===== src/rtl/bpsync_pkg.sv =====
package bpsync_pkg;

  localparam int IDX_W = 2;       // up to four backplanes
  localparam int SYNC_LAT = 3;    // clocks from line edge to realign decision

  typedef enum logic [1:0] {
    MUX_STATIC = 2'b00,
    MUX_TWO    = 2'b01,
    MUX_THREE  = 2'b10,
    MUX_FOUR   = 2'b11
  } muxMode_e;

  typedef struct packed {
    logic realign;   // jump to last phase, prescaler at SYNC_LAT
    logic lineLow;   // synchronized line level, 1 = low
  } ctrlStrobes_t;

endpackage


===== src/rtl/bpSyncCtrl.sv =====
module bpSyncCtrl
  import bpsync_pkg::*;
(
  input  logic         clk,
  input  logic         rstN,
  input  logic         isMaster,
  input  logic         syncIn,
  input  logic         driveLow,
  output ctrlStrobes_t strobes,
  output logic         syncSense
);

  logic [1:0] syncFf;      // two-flop synchronizer, [1] is the stable sample
  logic       syncPrev;    // stable sample one cycle older
  logic [2:0] drvPipe;     // own drive history, aligned with the samples

  always_ff @(posedge clk or negedge rstN) begin
    if (!rstN) begin
      syncFf   <= 2'b11;
      syncPrev <= 1'b1;
      drvPipe  <= '0;
    end else begin
      syncFf   <= {syncFf[0], syncIn};
      syncPrev <= syncFf[1];
      drvPipe  <= {drvPipe[1:0], driveLow};
    end
  end

  // drvPipe[1] is own drive when syncFf[1] was taken, drvPipe[2] matches syncPrev
  logic foreignLow;
  logic freshLow;

  always_comb begin
    foreignLow = !syncFf[1] && !drvPipe[1];
    freshLow   = syncPrev || drvPipe[2];
    strobes.realign = !isMaster && foreignLow && freshLow;
    strobes.lineLow = !syncFf[1];
  end

  assign syncSense = !syncFf[1];

endmodule


===== src/rtl/bpPhaseDatapath.sv =====
module bpPhaseDatapath
  import bpsync_pkg::*;
#(
  parameter int PHASE_CYCLES = 8
) (
  input  logic             clk,
  input  logic             rstN,
  input  logic [IDX_W-1:0] lastIdx,
  input  ctrlStrobes_t     strobes,
  output logic [IDX_W-1:0] bpIndex,
  output logic             phaseStrobe,
  output logic             driveLow
);

  localparam int PW = (PHASE_CYCLES > 1) ? $clog2(PHASE_CYCLES) : 1;
  localparam logic [PW-1:0] PRESC_LAST = PW'(PHASE_CYCLES - 1);
  localparam logic [PW-1:0] PRESC_LOAD = PW'(SYNC_LAT);

  logic [PW-1:0]    presc;
  logic             phaseEnd;
  logic [IDX_W-1:0] nextIdx;

  always_comb begin
    phaseEnd = (presc == PRESC_LAST);
    if (bpIndex >= lastIdx) nextIdx = '0;
    else                    nextIdx = bpIndex + 1'b1;
  end

  always_ff @(posedge clk or negedge rstN) begin
    if (!rstN) begin
      presc   <= '0;
      bpIndex <= '0;
    end else if (strobes.realign) begin
      presc   <= PRESC_LOAD;
      bpIndex <= lastIdx;
    end else if (phaseEnd) begin
      presc   <= '0;
      bpIndex <= nextIdx;
    end else begin
      presc   <= presc + 1'b1;
    end
  end

  assign phaseStrobe = (presc == '0);
  assign driveLow    = (bpIndex == lastIdx);

endmodule


===== src/rtl/bpPhaseSync.sv =====
module bpPhaseSync
  import bpsync_pkg::*;
#(
  parameter int PHASE_CYCLES = 8
) (
  input  logic       clk,
  input  logic       rstN,
  input  logic [1:0] muxMode,
  input  logic       isMaster,
  input  logic       syncIn,
  output logic [1:0] bpIndex,
  output logic       phaseStrobe,
  output logic       syncDriveEn,
  output logic       syncSense
);

  ctrlStrobes_t strobes;
  logic         driveLow;

  bpSyncCtrl u_ctrl (
    .clk       (clk),
    .rstN      (rstN),
    .isMaster  (isMaster),
    .syncIn    (syncIn),
    .driveLow  (driveLow),
    .strobes   (strobes),
    .syncSense (syncSense)
  );

  bpPhaseDatapath #(.PHASE_CYCLES(PHASE_CYCLES)) u_dp (
    .clk         (clk),
    .rstN        (rstN),
    .lastIdx     (muxMode),
    .strobes     (strobes),
    .bpIndex     (bpIndex),
    .phaseStrobe (phaseStrobe),
    .driveLow    (driveLow)
  );

  assign syncDriveEn = driveLow;

endmodule


===== config.mk =====
export PLATFORM = sky130hd
export DESIGN_NAME = bpPhaseSync
export DESIGN_NICKNAME = d
export VERILOG_FILES = /design/src/rtl/bpsync_pkg.sv /design/src/rtl/bpSyncCtrl.sv /design/src/rtl/bpPhaseDatapath.sv /design/src/rtl/bpPhaseSync.sv
export SDC_FILE = /design/constraint.sdc
export NUM_CORES = 1
export LEC_CHECK = 0
export BUFFER_PORTS_ARGS = -buffer_cell sky130_fd_sc_hd__buf_2
export CORE_MARGIN = 8
export CORE_UTILIZATION = 35
export DETAILED_ROUTE_END_ITERATION = 16
export GPL_TIMING_DRIVEN = 1
export SETUP_SLACK_MARGIN = 0.4
export SLEW_MARGIN = 20
export SYNTH_ARGS = -nofsm -noshare
export SYNTH_HDL_FRONTEND = slang
export SYNTH_SLANG_ARGS = --single-unit

===== constraint.sdc =====
create_clock -name clk -period 2.5 [get_ports clk]
set_input_delay 0.5 -clock clk [delete_from_list [all_inputs] [get_ports clk]]
set_output_delay 0.5 -clock clk [all_outputs]
set_load 0.02 [all_outputs]

# == Word level (Yosys, flattened, before mapping) ==
# Index checks and enable logic that the tools add are counted.
# Widths: inputs -> output; s select.
# totals
ff_bits,11
input_bits,6
out_inout_bits,5
# classes
addsub,2
n_lt_le_gt_ge,1
eq_ne,2
n_mux,5
reduce_logical,9
# ops
cell,count
$mux 2,3
$mux 3,2
$add 3x1->3 const B,1
$eq 3x3->1 const B,1
$logic_and 1x1->1,3
$logic_not 1->1,3
$logic_not 3->1,1
$add 2x1->2 const B,1
$eq 2x2->1,1
$ge 2x2->1,1
$reduce_bool 2->1,1
$logic_or 1x1->1,1

# == Depth between registers and ports, before layout ==
# depth
depth_word,5
mapped_depth,5

# == Hierarchy ==
# Synthesis repeated with hierarchy kept, for this count alone.
# unflattened
cells_unflattened,40
area_unflattened_um2,510.5
# modules_own_cells
module,instances,cells_per_inst,area_per_inst_um2,seq_area_each_um2
bpPhaseDatapath,1,30,329.1,125.1
bpSyncCtrl,1,10,181.4,153.9

# == Least setup slack after synthesis ==
# No wires, ideal clock.
# synth_path
path_type,reg-to-reg
from,reg u_dp.bpIndex[0]
to,reg u_dp.bpIndex[0]
arrival_ps,1497
setup_slack_ps,924
path_stages_with_launch,6
n_path_buf,0
synth_period_minus_slack_ps,1576
cell_sequence,dfrtp_1 > inv_1 > ha_1 > nand2b_1 > a2111o_1 > a2bb2oi_1
# synth_via
elab_chain_cells,4
word_cells_on_any_way,5
classes_between,add/sub: 1; order compare: 1; mux: 3
# synth_rtl
item,line,rtl
"start, declared",bpPhaseDatapath.sv:10,"output logic [IDX_W-1:0] bpIndex,"
"start signal, assigned",bpPhaseDatapath.sv:35,bpIndex <= lastIdx;
"start signal, assigned",bpPhaseDatapath.sv:38,bpIndex <= nextIdx;
$add 2x1->2 / $ge 2x2->1 (equally long branches),"bpPhaseDatapath.sv:26, bpPhaseDatapath.sv:25",
$mux 2 (*),bpPhaseDatapath.sv:25,if (bpIndex >= lastIdx) nextIdx = '0;
$mux 2 (*),bpPhaseDatapath.sv:36,end else if (phaseEnd) begin
$mux 2 (*),bpPhaseDatapath.sv:33,end else if (strobes.realign) begin
# Every way passes the cells marked *; elsewhere a longest branch is shown, timed or not. The select of a mux whose other input is x is not followed.
# A chain may end at the register's enable or synchronous reset.

# == Worst setup path in the final report ==
# layout_path
from,reg u_dp.bpIndex[0]
to,out syncDriveEn
# layout_via
elab_chain_cells,1
# layout_rtl
item,line,rtl
$eq 2x2->1,bpPhaseDatapath.sv:45,assign driveLow = (bpIndex == lastIdx);
"end, declared",bpPhaseSync.sv:13,"output logic syncDriveEn,"
# Every way passes these cells.

==> summary.txt <==
Power
  • Int Power: about 440 uW
  • Lkg Pwr: just over 0.0003 uW
  • Worst vdd ir: slightly above 0.0005 V
  • Reg power frac: 42.4%
  • Pwr dens: 1148 nW/um2
  • Clock network power share: 17.1%
  • Logic pwr share: 40.6%
  • Net switching power figure: 247.8 uW
  • Switch share: a little over a third

Global routing
  • Initial antenna violation count: 0
  • Pin count of the biggest net entering global routing: 12
  • Vias in the first global route: between 300 and 400
  • Total track usage: 6.782%
  • Grt ovf: 0
  • First-pass GRT wire length: approximately 1.4 mm

Hold path
  • Worst hold path class: input pin to asynchronous set/reset pin

Yosys
  • Top cells by area, synth: dfrtp_1 (40%), dfstp_2 (16%), ha_1 (13%)
  • Post-Syn Instances: 40
  • Yosys top cell area share: between 40% and 50%
  • Post-Syn Area: between 400 and 500 um2
  • Seq/Total Area, Yosys: 55.89%
  • Synthesized flop and latch total: 11
  • Cell variety after synth: 16
  • Synth Area per Inst: 12.48 um2
  • Synth Net Count: 51
  • YS warnings: 0
  • Post-synth top area cell: dfrtp_1

Clock network
  • Post-cts sizing count: 0
  • Post-CTS Hold Buffers: 0
  • CTS root buf: clkbuf_4
  • Worst-Skew Late Latency: 260 ps
  • Clock transition at path regs: 70 ps
  • Total clock sinks: 11
  • H-tree levels: 1
  • TritonCTS buffer count: 3
  • CTS Buffer Depth: 2
  • Setup Buffers After CTS: 0
  • CTS tree: yes

Drt
  • Final antenna-violating net count: 0
  • Vias: 336
  • DRC errors left: 0
  • Pre-antenna DRT Iters: 4
  • Post-DR vias/cell: 4.870
  • Initial drt markers: 10
  • Drt wl/cell: approximately 12 um
  • Routed wire length: 843 um

Timing
  • Worst rel slew slack: between 80% and 90%
  • Setup_tns: 0 ps
  • Slew @ Worst Pin: ~240 ps
  • Final Hold Viols: 0
  • Max Slew Vio Count: 0
  • Final Setup Violations: 0
  • Minimum clock period: 1854 ps
  • Max Fclk: 539.4 MHz
  • Skew final: 2.689 ps
  • RSZ-0062 raised after global routing: no
  • Final worst path period share: about 74%

Setup path
  • Kind of critical path: register to primary output
  • Crit path max fanout: 6
  • Critical path origin: u_dp.bpIndex[0]$_DFFE_PN0P_
  • Critical path arrival: 1350 ps
  • Data required, critical path: 2000 ps
  • R2R Path Start: u_dp.bpIndex[0]$_DFFE_PN0P_
  • R2r endpoint: u_dp.bpIndex[0]$_DFFE_PN0P_
  • R2R cell count: 5
  • Critical Path End Type: primary output
  • CP Launch Type: register
  • Reg-to-reg slack, setup: 900 ps

Place
  • Port bufs: 10
  • Gpl congestion: ~0.66
  • DP HPWL: approximately 670 um

Run status
  • Outcome: completed

Floorplanning
  • Initial core utilization: between 30% and 40%
  • Row cnt: 13
  • DIE AREA: 2891 um2
  • Die X: between 50 and 60 um
  • Die Span Y: 53.77 um
  • Core footprint: 1318 um2
  • Top-Level Pins: 11

Cells and area
  • Sequential cell area: about 280 um2
  • Multi-input combinational cell area: ~190 um2
  • Commonest non-fill, non-tap cells in the layout: buf_2 (10), dfrtp_1 (8), inv_1 (7), ha_1 (5), a2bb2oi_1 (4)
  • Most common cell after layout, fill and taps aside: buf_2
  • Share of layout cells above drive strength 1: a little under two fifths
  • Fin util: 45.20%
  • Area Overhead vs Synth: 19.30%
  • Fin nets: 66
  • Fillers: 135
  • Antenna Cells: 0

Job
  • Max Cap Violations: 0
[metal layers]
| metal | up-vias | GRT usage (%) | wire [um] |
|---|---|---|---|
| li1 | 163 | - | - |
| met1 | 161 | 7.827 | 441 |
| met2 | 12 | 10.04 | 357 |
| met3 | 0 | 3.306 | 44 |
| met4 | 0 | 3.782 | 0 |
| met5 | - | 0 | 0 |
[state kept, by name, indices dropped and copies added, names as in the netlist]
register         count
u_ctrl.drvPipe       3
u_ctrl.syncFf        2
u_ctrl.syncPrev      1
u_dp.bpIndex         2
u_dp.presc           3
[cell usage after synthesis (all sizes together)]
library cell  instances
dfrtp                 8
nor2                  1
and2                  2
or3                   1
nand2b                2
inv                   7
nor2b                 1
dfstp                 3
o21ai                 2
a221o                 1
a2111o                1
a2bb2oi               4
or2                   1
ha                    5
nand3b                1
[final cells by class]
class,count,area share (%)
Sequential cell,11,46.85
Multi-Input combinational cell,22,32.56
Timing Repair Buffer,10,8.403
Inverter,7,4.412
Clock buffer,3,3.782
Tap cell,15,3.151
Clock inverter,1,0.8403
[kinds of logic after synthesis]
family                   count (synthesis)  synth area share [%]
buffers and inverters                    7                 5.264
AND/OR/NAND/NOR                          9                 13.03
adder cells (fa/ha/maj)                  5                 12.53
AO/OA/AOI/OAI                            8                 13.28
flip-flops                              11                 55.89
[worst max path at each step]
stage	cells after the start	end	slack [ps]
final	4	syncDriveEn	650
after floorplan	5	u_dp.bpIndex[0]$_DFFE_PN0P_	920
after global routing	4	syncDriveEn	570
after CTS	4	syncDriveEn	630
after detailed placement	5	syncDriveEn	720
after global placement	5	syncDriveEn	730
[worst max-delay path, stage by stage (launching register included)]
cell and delay, ps:
dfrtp_1 450, inv_1 70, ha_1 270, and2_1 150, buf_2 160
[per-stage QoR]
step                setup slack, ps  instance area, um2  power [uW]  instances  hold slack [ps]
floorplan                     924.0               499.2       491.2         40            204.4
global placement              730.7               568.0       570.4         65            340.6
detailed placement            717.1               568.0       570.8         65            342.6
CTS                           630.9               595.6       692.2         69            90.14
global route                  566.2               595.6       740.6         69            90.00
finish                        645.9               595.6       683.6         69            88.62
[power groups by stage]
stage / Combinational (uW) / Clock [uW] / Sequential, uW
5_1_grt: 312 / 131 / 298
3_5_place_dp: 278 / 0 / 292
4_1_cts: 282 / 121 / 290
6_report: 277 / 117 / 290
2_1_floorplan: 189 / 0 / 302
3_3_place_gp: 279 / 0 / 291
No activity file was read; power rests on OpenSTA's default activity.
